### src/rtl/hsx_pkg.sv
package hsx_pkg;
   localparam int unsigned MODE_PASS  = 1;
   localparam int unsigned MODE_HALF  = 2;
   localparam int unsigned MODE_STALL = 3;
   localparam int unsigned MODE_FIFO  = 4;
   localparam int unsigned MODE_SKID  = 5;
endpackage

### src/rtl/hsx_pass_reg.sv
module hsx_pass_reg #(
   parameter int unsigned WIDTH = 8
) (
   input  logic             clk,
   input  logic             rst_n,
   input  logic             up_vld,
   output logic             up_rdy,
   input  logic [WIDTH-1:0] up_data,
   output logic             down_vld,
   input  logic             down_rdy,
   output logic [WIDTH-1:0] down_data
);
   logic             full_q;
   logic [WIDTH-1:0] word_q;

   assign up_rdy    = !full_q || down_rdy;
   assign down_vld  = full_q;
   assign down_data = word_q;

   always_ff @(posedge clk) begin
      if (!rst_n) begin
         full_q <= 1'b0;
      end else if (up_vld && up_rdy) begin
         full_q <= 1'b1;
      end else if (down_rdy) begin
         full_q <= 1'b0;
      end
   end

   always_ff @(posedge clk) begin
      if (up_vld && up_rdy) word_q <= up_data;
   end

   // an accepted word is presented in the following cycle
   assert_latency_R9: assert property (@(posedge clk) disable iff (!rst_n)
      (up_vld && up_rdy) |=> (down_vld && down_data == $past(up_data)));
endmodule

### src/rtl/hsx_half_reg.sv
module hsx_half_reg #(
   parameter int unsigned WIDTH = 8
) (
   input  logic             clk,
   input  logic             rst_n,
   input  logic             up_vld,
   output logic             up_rdy,
   input  logic [WIDTH-1:0] up_data,
   output logic             down_vld,
   input  logic             down_rdy,
   output logic [WIDTH-1:0] down_data
);
   logic             full_q;
   logic [WIDTH-1:0] word_q;

   assign up_rdy    = !full_q;
   assign down_vld  = full_q;
   assign down_data = word_q;

   always_ff @(posedge clk) begin
      if (!rst_n) begin
         full_q <= 1'b0;
      end else if (!full_q && up_vld) begin
         full_q <= 1'b1;
      end else if (full_q && down_rdy) begin
         full_q <= 1'b0;
      end
   end

   always_ff @(posedge clk) begin
      if (!full_q && up_vld) word_q <= up_data;
   end

   // no two acceptances in consecutive cycles
   assert_gap_R4: assert property (@(posedge clk) disable iff (!rst_n)
      (up_vld && up_rdy) |=> !up_rdy);
endmodule

### src/rtl/hsx_stall_reg.sv
module hsx_stall_reg #(
   parameter int unsigned WIDTH = 8
) (
   input  logic             clk,
   input  logic             rst_n,
   input  logic             up_vld,
   output logic             up_rdy,
   input  logic [WIDTH-1:0] up_data,
   output logic             down_vld,
   input  logic             down_rdy,
   output logic [WIDTH-1:0] down_data
);
   logic             vld_q;
   logic [WIDTH-1:0] word_q;

   assign up_rdy    = down_rdy;
   assign down_vld  = vld_q;
   assign down_data = word_q;

   always_ff @(posedge clk) begin
      if (!rst_n) begin
         vld_q <= 1'b0;
      end else if (down_rdy) begin
         vld_q <= up_vld;
      end
   end

   always_ff @(posedge clk) begin
      if (down_rdy && up_vld) word_q <= up_data;
   end

   // frozen while the global ready is low
   assert_freeze_R5: assert property (@(posedge clk) disable iff (!rst_n)
      !down_rdy |=> ($stable(down_vld) && $stable(down_data)));
   // valid follows the upstream valid of an advancing cycle
   assert_follow_R5: assert property (@(posedge clk) disable iff (!rst_n)
      down_rdy |=> (down_vld == $past(up_vld)));
endmodule

### src/rtl/hsx_fifo2.sv
module hsx_fifo2 #(
   parameter int unsigned WIDTH = 8
) (
   input  logic             clk,
   input  logic             rst_n,
   input  logic             up_vld,
   output logic             up_rdy,
   input  logic [WIDTH-1:0] up_data,
   output logic             down_vld,
   input  logic             down_rdy,
   output logic [WIDTH-1:0] down_data
);
   localparam int unsigned DEPTH = 2;
   localparam int unsigned CW    = $clog2(DEPTH + 1);

   logic [WIDTH-1:0] slot_q [DEPTH];
   logic             wr_q, rd_q;
   logic [CW-1:0]    cnt_q;
   logic             push, pop;

   assign up_rdy    = (cnt_q != CW'(DEPTH));
   assign down_vld  = (cnt_q != '0);
   assign down_data = slot_q[rd_q];
   assign push      = up_vld && up_rdy;
   assign pop       = down_vld && down_rdy;

   always_ff @(posedge clk) begin
      if (!rst_n) begin
         wr_q  <= 1'b0;
         rd_q  <= 1'b0;
         cnt_q <= '0;
      end else begin
         if (push) wr_q <= !wr_q;
         if (pop)  rd_q <= !rd_q;
         cnt_q <= cnt_q + CW'(push) - CW'(pop);
      end
   end

   always_ff @(posedge clk) begin
      if (push) slot_q[wr_q] <= up_data;
   end

   // occupancy never exceeds two
   assert_bound_R6: assert property (@(posedge clk) disable iff (!rst_n)
      cnt_q <= CW'(DEPTH));
   // refusing input implies a word is on offer
   assert_full_R6: assert property (@(posedge clk) disable iff (!rst_n)
      !up_rdy |-> down_vld);
endmodule

### src/rtl/hsx_skid2.sv
module hsx_skid2 #(
   parameter int unsigned WIDTH = 8
) (
   input  logic             clk,
   input  logic             rst_n,
   input  logic             up_vld,
   output logic             up_rdy,
   input  logic [WIDTH-1:0] up_data,
   output logic             down_vld,
   input  logic             down_rdy,
   output logic [WIDTH-1:0] down_data
);
   logic             main_vld_q, skid_vld_q;
   logic [WIDTH-1:0] main_q, skid_q;
   logic             push, pop;

   assign up_rdy    = !skid_vld_q;
   assign down_vld  = main_vld_q;
   assign down_data = main_q;
   assign push      = up_vld && up_rdy;
   assign pop       = main_vld_q && down_rdy;

   always_ff @(posedge clk) begin
      if (!rst_n) begin
         main_vld_q <= 1'b0;
         skid_vld_q <= 1'b0;
      end else if (pop) begin
         if (skid_vld_q)  skid_vld_q <= 1'b0;
         else if (!push) main_vld_q <= 1'b0;
      end else if (push) begin
         if (main_vld_q) skid_vld_q <= 1'b1;
         else            main_vld_q <= 1'b1;
      end
   end

   always_ff @(posedge clk) begin
      if (pop) begin
         if (skid_vld_q) main_q <= skid_q;
         else if (push)  main_q <= up_data;
      end else if (push) begin
         if (main_vld_q) skid_q <= up_data;
         else            main_q <= up_data;
      end
   end

   // the skid register is only used behind a held main register
   assert_order_R7: assert property (@(posedge clk) disable iff (!rst_n)
      skid_vld_q |-> main_vld_q);
   // input arriving under backpressure lands in the skid register
   assert_catch_R7: assert property (@(posedge clk) disable iff (!rst_n)
      (push && main_vld_q && !down_rdy) |=> !up_rdy);
endmodule

### src/rtl/hsx_stage.sv
module hsx_stage
   import hsx_pkg::*;
#(
   parameter int unsigned WIDTH = 8,
   parameter int unsigned MODE  = MODE_SKID
) (
   input  logic             clk,
   input  logic             rst_n,
   input  logic             up_vld,
   output logic             up_rdy,
   input  logic [WIDTH-1:0] up_data,
   output logic             down_vld,
   input  logic             down_rdy,
   output logic [WIDTH-1:0] down_data
);
   // reject unsupported configurations at elaboration
   if (MODE < MODE_PASS || MODE > MODE_SKID) begin : g_bad_mode
      $error("hsx_stage: MODE %0d unsupported", MODE);
   end
   if (WIDTH < 1) begin : g_bad_width
      $error("hsx_stage: WIDTH must be at least 1");
   end

   if (MODE == MODE_PASS) begin : g_pass
      hsx_pass_reg #(.WIDTH(WIDTH)) u_core (.clk, .rst_n, .up_vld, .up_rdy,
         .up_data, .down_vld, .down_rdy, .down_data);
   end else if (MODE == MODE_HALF) begin : g_half
      hsx_half_reg #(.WIDTH(WIDTH)) u_core (.clk, .rst_n, .up_vld, .up_rdy,
         .up_data, .down_vld, .down_rdy, .down_data);
   end else if (MODE == MODE_STALL) begin : g_stall
      hsx_stall_reg #(.WIDTH(WIDTH)) u_core (.clk, .rst_n, .up_vld, .up_rdy,
         .up_data, .down_vld, .down_rdy, .down_data);
   end else if (MODE == MODE_FIFO) begin : g_fifo
      hsx_fifo2 #(.WIDTH(WIDTH)) u_core (.clk, .rst_n, .up_vld, .up_rdy,
         .up_data, .down_vld, .down_rdy, .down_data);
   end else begin : g_skid
      hsx_skid2 #(.WIDTH(WIDTH)) u_core (.clk, .rst_n, .up_vld, .up_rdy,
         .up_data, .down_vld, .down_rdy, .down_data);
   end

   // an offered word that is not taken stays put
   assert_hold_R2: assert property (@(posedge clk) disable iff (!rst_n)
      (down_vld && !down_rdy) |=> (down_vld && $stable(down_data)));
   // nothing is offered in the cycle after reset
   assert_reset_R8: assert property (@(posedge clk)
      !rst_n |=> !down_vld);
endmodule

### config.mk
export PLATFORM = sky130hd
export DESIGN_NAME = hsx_stage
export DESIGN_NICKNAME = d
export VERILOG_FILES = /design/src/rtl/hsx_pkg.sv /design/src/rtl/hsx_pass_reg.sv /design/src/rtl/hsx_half_reg.sv /design/src/rtl/hsx_stall_reg.sv /design/src/rtl/hsx_fifo2.sv /design/src/rtl/hsx_skid2.sv /design/src/rtl/hsx_stage.sv
export SDC_FILE = /design/constraint.sdc
export NUM_CORES = 1
export LEC_CHECK = 0
export ABC_CLOCK_PERIOD_IN_PS = 2000
export BUFFER_PORTS_ARGS = -buffer_cell sky130_fd_sc_hd__buf_2
export CORE_MARGIN = 2
export CORE_UTILIZATION = 47
export CTS_CLUSTER_DIAMETER = 30
export CTS_CLUSTER_SIZE = 12
export DETAILED_ROUTE_END_ITERATION = 8
export HOLD_SLACK_MARGIN = 0.12
export PLACE_DENSITY = 0.72
export RECOVER_POWER = 100
export SYNTH_ARGS = -nofsm -noshare
export SYNTH_HDL_FRONTEND = slang
export SYNTH_SLANG_ARGS = --single-unit
### constraint.sdc
create_clock -name clk -period 2 [get_ports clk]
set_input_delay 0.1 -clock clk [delete_from_list [all_inputs] [get_ports clk]]
set_output_delay 0.1 -clock clk [all_outputs]
set_load 0.02 [all_outputs]
-- Word-level counts from Yosys, hierarchy flattened
Cells that the tools add are included.
- register bits after elaboration: 18
- bits of input ports: 12
- output and inout bits: 10
- equal/unequal tests: 3
- muxes and demuxes: 9
- bitwise operators: 2
- reductions and logical operators: 10
- operators with widths (cell ; number):
    two-way mux 8 bit ; 5
    AND reduction 3 bit ; 3
    inequality test 2 bit (second input constant) ; 3
    two-way mux 1 bit ; 4
    nonzero test 2 bit ; 2
    logical AND 1 bit ; 2
    NOT 1 bit ; 2
    AND reduction 2 bit ; 1
    OR reduction 2 bit ; 1
    logical NOT 1 bit ; 1

-- Longest topological paths before layout
Gate-level depths: netlist of run 1.
- word-level depth: 5
- mapped depth: 3

-- Least setup slack after synthesis of run 1
Ideal clock, no wire load.
- path type: reg2reg
- start: register g_skid.u_core.skid_vld_q
- end: register g_skid.u_core.skid_q[0] (enable)
- library setup time: 0.385 ns
- arrival: 1.293 ns
- slack: 0.322 ns
- stages on the path, launching flop included: 4
- period minus slack after synthesis: 1.678 ns
- cell sequence: dfxtp_1 > inv_1 > nand2_1 > nor3b_1
- word-level cells in the longest chain between the ends: 3
- RTL lines (element ; line ; text):
    start: declaration ; hsx_skid2.sv:13 ; logic main_vld_q, skid_vld_q;
    start signal: assignment ; hsx_skid2.sv:26 ; skid_vld_q <= 1'b0;
    start signal: assignment ; hsx_skid2.sv:28 ; if (skid_vld_q) skid_vld_q <= 1'b0;
    start signal: assignment ; hsx_skid2.sv:31 ; if (main_vld_q) skid_vld_q <= 1'b1;
    logical NOT 1 bit ; hsx_skid2.sv:17 ; assign up_rdy = !skid_vld_q;
    net up_rdy ; hsx_stage.sv:10 ; output logic up_rdy,
    logical AND 1 bit ; hsx_skid2.sv:20 ; assign push = up_vld && up_rdy;
    AND reduction 3 bit (no source line) ; - ;
    end signal: assignment ; hsx_skid2.sv:41 ; if (main_vld_q) skid_q <= up_data;
    end: declaration ; hsx_skid2.sv:14 ; logic [WIDTH-1:0] main_q, skid_q;
The timed path passes the listed nets, and every way through them passes these cells.
A chain may end at the register's enable or synchronous reset.

-- Worst setup path after layout of run 1
- start: input up_vld
- end: register g_skid.u_core.skid_q[4] (enable)
- word-level cells in the longest chain between the ends: 2
- RTL lines (element ; line ; text):
    start: declaration ; hsx_stage.sv:9 ; input logic up_vld,
    logical AND 1 bit ; hsx_skid2.sv:20 ;
    AND reduction 3 bit (no source line) ; - ;
Every way passes these cells.

==> results of run 1 <==
worst max-delay path by stage:
stage,start,endpoint,slack [ps]
2_1_floorplan,g_skid.u_core.skid_vld_q,g_skid.u_core.skid_q[0],320
3_3_place_gp,g_skid.u_core.skid_vld_q,g_skid.u_core.skid_q[4],700
3_5_place_dp,g_skid.u_core.down_vld,g_skid.u_core.down_data[0],670
4_1_cts,g_skid.u_core.down_vld,g_skid.u_core.down_data[0],640
5_1_grt,up_vld,g_skid.u_core.skid_q[7],450
6_report,up_vld,g_skid.u_core.skid_q[4],570
kinds of logic (layout without fill, tap and decap cells):
group | after synthesis | after routing | synth area share (%)
AOI/OAI and AO/OA | 5 | 5 | 4.36
DFF | 18 | 18 | 75.6
muxes | 8 | 8 | 13.1
buffers and inverters | 2 | 40 | 1.09
and+or+nand+nor | 6 | 6 | 5.82
power groups by stage:
stage / Sequential (W) / Combinational [W] / Clock (W)
after floorplan: 0.000470 / 0.0000254 / 0
after global placement: 0.000450 / 0.0000789 / 0
after detailed placement: 0.000451 / 0.0000801 / 0
after CTS: 0.000442 / 0.0000972 / 0.000180
after global routing: 0.000443 / 0.0000954 / 0.000195
final: 0.000441 / 0.0000886 / 0.000174
state kept, by name, indices dropped and copies added, names as in the netlist:
register,count
g_skid.u_core.down_vld,1
g_skid.u_core.skid_q,8
g_skid.u_core.skid_vld_q,1
g_skid.u_core.down_data,8
layout by cell type (no fill, tap or decap), types with 2 or more instances in the layout:
cell type	n
clkbuf_4	3
inv_1	2
o21ai_0	2
edfxtp_1	16
dlygate4sd3_1	11
dfxtp_1	2
buf_2	4
mux2_2	8
nand2_1	3
clkbuf_1	19
worst max-delay path: cells and delay by family:
kind | cells | cell delay, ps
buffers and inverters | 3 | 960
and+or+nand+nor | 2 | 340
repair_timing:
item,4_1_cts,5_1_grt
endpoints found under the hold margin,10,0
hold buffers,11,0
buffers inserted,0,0
cell type report:
cell class	count	area share, %
clock buffer	3	2.44
sequential	18	56.4
clock inverter	1	0.407
tap	15	2.04
timing repair buffer	34	21.8
multi-input combinational	19	16.0
inverter	2	0.814
routing by layer:
| metal | GRT usage, % | up-vias | share of wire, % |
|---|---|---|---|
| met3 | 3.02 | 0 | 6.1 |
| met4 | 3.75 | 0 | 0 |
| met2 | 20.6 | 16 | 43 |
| met5 | 0 | - | 0 |
| met1 | 21.1 | 197 | 51 |
| li1 | - | 224 | - |
through the flow:
step / hold slack [ps] / util (%) / power, W / cell area, um2
2_1_floorplan: 199 / - / 0.000495 / 688
3_3_place_gp: 289 / 62.0 / 0.000529 / 827
3_5_place_dp: 293 / 62.0 / 0.000531 / 827
4_1_cts: 220 / 72.2 / 0.000719 / 963
5_1_grt: 244 / 69.1 / 0.000733 / 922
6_report: 196 / 69.1 / 0.000704 / 922
==> key figures, run 1 <==
Placed design
  • HPWL Detailed: 800 um
  • Placement Setup Slack: 668 ps
  • Placed instance count: 77
  • GP Congestion: 0.673
  • IO Port Bufs: 21

Timing
  • Final period utilization: 71.6%
  • Final-report hold violation count: 0
  • Setup violators final: 0
  • Tmin final: 1430 ps
  • Fmax: 698 MHz
  • Max-slew violations: 0
  • Relative slew slack: 73.3%
  • TNS Setup: 0 ps
  • Fin worst setup slack: 568 ps
  • Slew @ Worst Pin: 399 ps
  • Worst Clk Skew: 6.75 ps
  • RSZ-0062 raised after global routing: no

Worst setup path
  • Max stage delay on crit path: 530 ps
  • Reg2reg end: g_skid.u_core.down_data[6]
  • Critical Path RT: 1970 ps
  • Most common cell on crit path: clkbuf_1
  • RR Startpoint: g_skid.u_core.down_vld
  • Slowest-stage cell, CP: dlygate4sd3_1
  • CP arrival: 1410 ps
  • R2R depth: 2
  • Crit Path Category: input pin to register
  • Critical-path cell list: dlygate4sd3_1, clkbuf_1, nand2_1, nor3b_1, clkbuf_1
  • Setup crit start kind: input pin
  • CP max FO: 5
  • Flop2flop setup slack: 610 ps
  • Crit end category: register

Synthesis
  • Async SR Flop Fraction: 0%
  • Synthesized flop and latch total: 18
  • Post-synth EDFFs: 16
  • Syn Inst Count: 39
  • Synth warn: 0
  • Most instantiated library cell after synthesis: edfxtp_1
  • Distinct cells, synth: 12
  • Mapped Area: 688 um2
  • Sequential area share after synthesis: 75.6%
  • Yosys top cell area share: 69.8%
  • Area leader, netlist: edfxtp_1
  • Dominant synthesized flop cell: edfxtp_1
  • Synth Area per Inst: 17.6 um2
  • Synth cell count leaders: edfxtp_1 (16), mux2_2 (8), nand2_1 (3)
  • Syn nets: 51
  • Synth area leaders: edfxtp_1 (70%), mux2_2 (13%), dfxtp_1 (5.8%), nand3_4 (2.5%), nand2_1 (1.6%)

Die
  • Total core area: 1330 um2
  • Ports: 22
  • Chip width: 42.3 um
  • Die H: 42.3 um
  • Site row count: 13
  • Starting Density: 51.6%
  • Die Area: 1790 um2

Cells and area
  • # nets final: 90
  • Area growth, synth to finish: 34.0%
  • Register Area: 520 um2
  • Share of layout cells above drive strength 1: 19.5%
  • Multi-input combinational cell area: 148 um2
  • Post-route non-filler standard cell count: 92
  • Filler cells: 104
  • Diode count: 0

GRT
  • Pin count of the biggest net entering global routing: 11
  • GRT Total Usage: 14.0%
  • First-pass GRT wire length: 1880 um
  • Number of global-route vias before repair: 440
  • Antenna violations before repair: 0
  • Grt ovf: 0

Pwr
  • Static leakage: 0.327 nW
  • PD cells: 763 nW/um2
  • Switching part of the total: 22.7%
  • Combinational share of power: 12.6%
  • P_int: 0.000544 W
  • Clock network power share: 24.8%
  • Psw: 0.000160 W
  • Reg power frac: 62.6%
  • Max IR drop VDD: 0.558 mV

Clock tree
  • CTS tree: done
  • CTS max path bufs: 2
  • H-tree lvl count: 1
  • Total clock buffers created by CTS: 3
  • Clock slew at reported path FFs: 100 ps
  • Worst-Skew Late Latency: 280 ps
  • CTS root buf: clkbuf_4
  • Clock sink total: 18
  • Post-CTS Resized: 0

Routing
  • Residual DRC: 0
  • Vias: 437
  • Vias per cell: 4.75
  • Overall routed net length: 1170 um
  • Initial DRC Count: 4
  • DRT Pass-1 Iters: 2
  • DRT antenna net count: 0
  • Routed WL per cell: 12.7 um

Run status
  • Status: finished, final reports clean

Min path
  • Hold Crit Depth: 4
  • Hold endpoint: g_skid.u_core.down_vld
  • Hold/Removal Path Class: input pin to register
  • Hold_sp: down_rdy

Job
  • Max Cap Viol: 0
(Power assumes the default switching activity.)
==> inputs of run 2 (changes only) <==
--- a/config.mk
+++ b/config.mk
@@ -5,7 +5,7 @@
 export SDC_FILE = /design/constraint.sdc
 export NUM_CORES = 1
 export LEC_CHECK = 0
-export ABC_CLOCK_PERIOD_IN_PS = 2000
+export ABC_CLOCK_PERIOD_IN_PS = 1480
 export BUFFER_PORTS_ARGS = -buffer_cell sky130_fd_sc_hd__buf_2
 export CORE_MARGIN = 2
 export CORE_UTILIZATION = 47
==> constraint.sdc (replaced) <==
create_clock -name clk -period 1.48 [get_ports clk]
set_input_delay 0.074 -clock clk [delete_from_list [all_inputs] [get_ports clk]]
set_output_delay 0.074 -clock clk [all_outputs]
set_load 0.02 [all_outputs]
==> run 2 against run 1 <==
  * Clock skew increased by 4.2 ps
  * Sequential share of layout area unchanged
  * Largest cell class unchanged
  * Global-route usage increased by 0.35 points
  * Setup slack got worse by 380 ps
  * Critical endpoint is now g_skid.u_core.down_data[2]
==> key figures, run 2 (same netlist as run 1, synthesis figures left out) <==
Timing
  • Worst Clk Skew: 11.0 ps
  • Max-slew violations: 0
  • Fin worst setup slack: 187 ps
  • Fmax: 773 MHz
  • Relative slew slack: 76.6%
  • Slew @ Worst Pin: 351 ps
  • Final-report hold violation count: 0
  • RSZ-0062 raised after global routing: no
  • Tmin final: 1290 ps
  • TNS Setup: 0 ps
  • Setup violators final: 0
  • Final period utilization: 87.4%

Clock tree
  • CTS root buf: clkbuf_4
  • Clock sink total: 18
  • Total clock buffers created by CTS: 3
  • Worst-Skew Late Latency: 280 ps
  • Post-CTS Setup Inserts: 0
  • Clock slew at reported path FFs: 80 ps
  • CTS tree: done
  • H-tree lvl count: 1
  • CTS max path bufs: 2

Cells and area
  • Area growth, synth to finish: 34.0%
  • Post-route non-filler standard cell count: 91
  • Most frequent cells in the layout: clkbuf_1 (16), edfxtp_1 (16), dlygate4sd3_1 (10)
  • Filler cells: 104
  • Diode count: 0
  • # nets final: 89
  • Share of layout cells above drive strength 1: 26.3%

Worst setup path
  • Crit end category: register
  • Crit Path Category: register to register
  • Critical Path RT: 1430 ps
  • CP max FO: 8
  • Setup crit start kind: register
  • R2R depth: 3
  • CP arrival: 1240 ps

GRT
  • Pin count of the biggest net entering global routing: 11
  • Antenna violations before repair: 0
  • First-pass GRT wire length: 1880 um
  • Number of global-route vias before repair: 430
  • GRT Total Usage: 14.4%
  • Grt ovf: 0

Die
  • Die H: 42.3 um
  • Ports: 22
  • Die Area: 1790 um2
  • Chip width: 42.3 um
  • Total core area: 1330 um2
  • Site row count: 13
  • Starting Density: 51.6%

Routing
  • Overall routed net length: 1130 um
  • DRT Pass-1 Iters: 3
  • Vias: 431
  • Initial DRC Count: 6
  • Residual DRC: 0
  • Vias per cell: 4.74
  • DRT antenna net count: 0
  • Routed WL per cell: 12.4 um

Min path
  • Hold Crit Depth: 3
  • Hold/Removal Path Class: input pin to register

Placed design
  • Placed instance count: 77
  • HPWL Detailed: 818 um
  • Placement Setup Slack: 154 ps
  • IO Port Bufs: 21
  • GP Congestion: 0.723

Pwr
  • Static leakage: 0.335 nW
  • Max IR drop VDD: 0.599 mV
  • PD cells: 1030 nW/um2

Job
  • Max Cap Viol: 0

Run status
  • Status: finished, final reports clean
[run 2: changes by cell type in the layout (fill, tap and decap cells not counted), sizes merged]
| cell | before | now |
|---|---|---|
| buf | 4 | 7 |
| dlygate4sd3 | 11 | 10 |
| clkinv | 1 | 0 |
| clkbuf | 22 | 20 |
[run 2: cell type report]
type                            instances  area (um2)  area share, %
Clock buffer                            4        26.3           2.85
Timing Repair Buffer                   33         196           21.3
Sequential cell                        18         520           56.4
Multi-Input combinational cell         19         153           16.6
Inverter                                2        7.51          0.814
Tap cell                               15        18.8           2.04
[run 2: final timing paths]
check / start / end / slack [ps]
setup / recovery: g_skid.u_core.down_vld / g_skid.u_core.down_data[2] / 190
hold / removal: up_vld / g_skid.u_core.down_vld / 120
setup reg to reg: g_skid.u_core.down_vld / g_skid.u_core.down_data[2] / 190
hold reg to reg: g_skid.u_core.skid_q[3] / g_skid.u_core.down_data[3] / 560
[run 2: stage by stage]
step	utilization (%)	power [W]	hold WS (ps)	instance area, um2
2_1_floorplan	-	0.000670	173	693
3_3_place_gp	62.4	0.000716	262	832
3_5_place_dp	62.4	0.000719	264	832
4_1_cts	71.9	0.000973	135	958
5_1_grt	69.1	0.000991	158	922
6_report	69.1	0.000951	118	922
[run 2: power breakdown]
| part | internal, W | switching (W) | leakage [nW] |
|---|---|---|---|
| Combinational | 0.0000517 | 0.0000672 | 0.154 |
| Clock | 0.000104 | 0.000132 | 0.0150 |
| Sequential | 0.000585 | 0.0000107 | 0.166 |
[run 2: what timing repair did]
item / 4_1_cts / 5_1_grt
endpoints found under the hold margin: 17 / 0
setup endpoints to repair: 0 / 0
hold buffers: 10 / 0
gates resized for setup: 0 / 0
[run 2: critical path: stages (launching register included)]
cell	delay [ps]
dfxtp_1	440
nand2_1	90
o21ai_0	80
o21a_1	360
[run 2: per-layer routing]
layer  track usage, %  part of all wire [%]
met1             18.2                    45
met2             23.7                    49
met3             3.45                   5.2
met4             5.63                  0.80
met5                0                     0
==> inputs of run 3 (changes only) <==
--- a/config.mk
+++ b/config.mk
@@ -12,8 +12,9 @@
 export CTS_CLUSTER_DIAMETER = 30
 export CTS_CLUSTER_SIZE = 12
 export DETAILED_ROUTE_END_ITERATION = 8
+export GPL_TIMING_DRIVEN = 0
 export HOLD_SLACK_MARGIN = 0.12
-export PLACE_DENSITY = 0.72
+export PLACE_DENSITY = 0.75
 export RECOVER_POWER = 100
 export SYNTH_ARGS = -nofsm -noshare
 export SYNTH_HDL_FRONTEND = slang
==> run 3 against run 2 <==
  * Setup slack got worse by 15 ps
  * Utilization decreased by 0.094 points
  * Via count decreased by 0.93%
  * Cell count decreased by 2.2%
  * First-iteration DRC count unchanged
  * Non-clock buffer count decreased by 2
  * Count of clock-buffer cells in the layout decreased by 1
  * Worst hold slack improved by 43 ps
  * Register-to-register slack about the same
  * Highest routed layer is now met3
==> key figures, run 3 (same netlist as run 1, synthesis figures left out) <==
Run status
  • Status: finished, final reports clean

Cells and area
  • Commonest non-fill, non-tap cell in the layout: clkbuf_1
  • Most frequent cells in the layout: clkbuf_1 (18), edfxtp_1 (16), dlygate4sd3_1 (10)
  • Area growth, synth to finish: 33.8%
  • Share of layout cells above drive strength 1: 23.0%
  • # nets final: 87
  • Diode count: 0
  • Post-route non-filler standard cell count: 89

Placed design
  • Placement Setup Slack: 18.5 ps
  • IO Port Bufs: 21
  • GP Congestion: 0.665
  • Placed instance count: 75
  • HPWL Detailed: 779 um

Timing
  • Tmin final: 1310 ps
  • Max-slew violations: 0
  • Setup violators final: 0
  • Fin worst setup slack: 172 ps
  • Slew @ Worst Pin: 433 ps
  • Final period utilization: 88.4%
  • Worst Clk Skew: 6.25 ps
  • Worst hold slack: 160 ps
  • Final-report hold violation count: 0
  • TNS Setup: 0 ps
  • Fmax: 765 MHz
  • RSZ-0062 raised after global routing: no
  • Relative slew slack: 71.1%

Worst setup path
  • Setup crit start kind: register
  • CP max FO: 8
  • CP delay by family, top: simple AND/OR/NAND/NOR gates
  • Crit Path Category: register to register
  • Max stage delay on crit path: 410 ps
  • Slowest-stage cell, CP: nor3b_4
  • CP arrival: 1250 ps
  • Critical-path cell list: inv_1, nand2_1, nor3b_4
  • Critical Path RT: 1420 ps
  • Buffers and inverters on the worst path: 1
  • Crit end category: register

Pwr
  • Total power: 0.000958 W
  • Max IR drop VDD: 0.670 mV
  • Static leakage: 0.324 nW
  • PD cells: 1040 nW/um2

Job
  • Max Cap Viol: 0

Die
  • Die H: 42.3 um
  • Site row count: 13
  • Total core area: 1330 um2
  • Chip width: 42.3 um
  • Ports: 22
  • Die Area: 1790 um2
  • Starting Density: 51.6%

Routing
  • Routed WL per cell: 13.1 um
  • Residual DRC: 0
  • Initial DRC Count: 6
  • Overall routed net length: 1170 um
  • DRT antenna net count: 0
  • Vias: 427
  • Vias per cell: 4.80
  • DRT Pass-1 Iters: 4

GRT
  • Pin count of the biggest net entering global routing: 11
  • Grt ovf: 0
  • GRT Total Usage: 14.6%
  • Number of global-route vias before repair: 417
  • First-pass GRT wire length: 1870 um
  • Antenna violations before repair: 0

Clock tree
  • CTS root buf: clkbuf_4
  • CTS max path bufs: 2
  • CTS tree: done
  • Clock sink total: 18
  • H-tree lvl count: 1
  • Post-CTS Setup Inserts: 0
  • Clock slew at reported path FFs: 100 ps
  • Total clock buffers created by CTS: 3
  • Worst-Skew Late Latency: 290 ps

Min path
  • Hold/Removal Path Class: input pin to register
[run 3: worst paths after layout]
check                                              start                         end  slack, ps  cells past startpoint
worst max register to register  g_skid.u_core.skid_vld_q     g_skid.u_core.skid_q[3]        170                      3
worst max-delay path            g_skid.u_core.skid_vld_q     g_skid.u_core.skid_q[3]        170                      3
worst min-delay path                              up_vld      g_skid.u_core.down_vld        160                      3
worst min register to register   g_skid.u_core.skid_q[3]  g_skid.u_core.down_data[3]        560                      1
[run 3: what timing repair did]
item | in CTS | in global routing
resized for setup | 1 | 1
hold buffers | 10 | 0
cloned | 0 | 0
setup endpoints to repair | 4 | 8
endpoints found under the hold margin | 18 | 0
[run 3: area by class of cell]
class / count / area (um2)
multi-input combinational: 19 / 165
timing repair buffer: 31 / 183
fill: 106 / 413
clock inverter: 1 / 3.75
clock buffer: 3 / 22.5
tap: 15 / 18.8
sequential: 18 / 520
inverter: 2 / 7.51
[run 3: report_power, final]
group	total (W)	internal [W]	switching, W
combinational	0.000122	0.0000519	0.0000699
clock	0.000240	0.0000979	0.000142
sequential	0.000596	0.000585	0.0000111
[run 3: routing by layer]
metal | track usage [%] | up-vias | part of all wire [%]
met3 | 3.02 | 0 | 5.2
met2 | 24.0 | 14 | 48
met4 | 7.50 | 0 | 0
li1 | - | 218 | -
met1 | 18.0 | 195 | 46
met5 | 0 | - | 0
[run 3: worst min-delay path: stages]
cell      delay [ps]
buf_2            120
nand2_1          120
a21boi_0         100
[run 3: per-stage QoR]
| step | instance area, um2 | util (%) |
|---|---|---|
| 2_1_floorplan | 693 | - |
| 4_1_cts | 950 | 71.2 |
| 5_1_grt | 921 | 69.0 |
| 3_5_place_dp | 817 | 61.3 |
| 6_report | 921 | 69.0 |
| 3_3_place_gp | 817 | 61.3 |
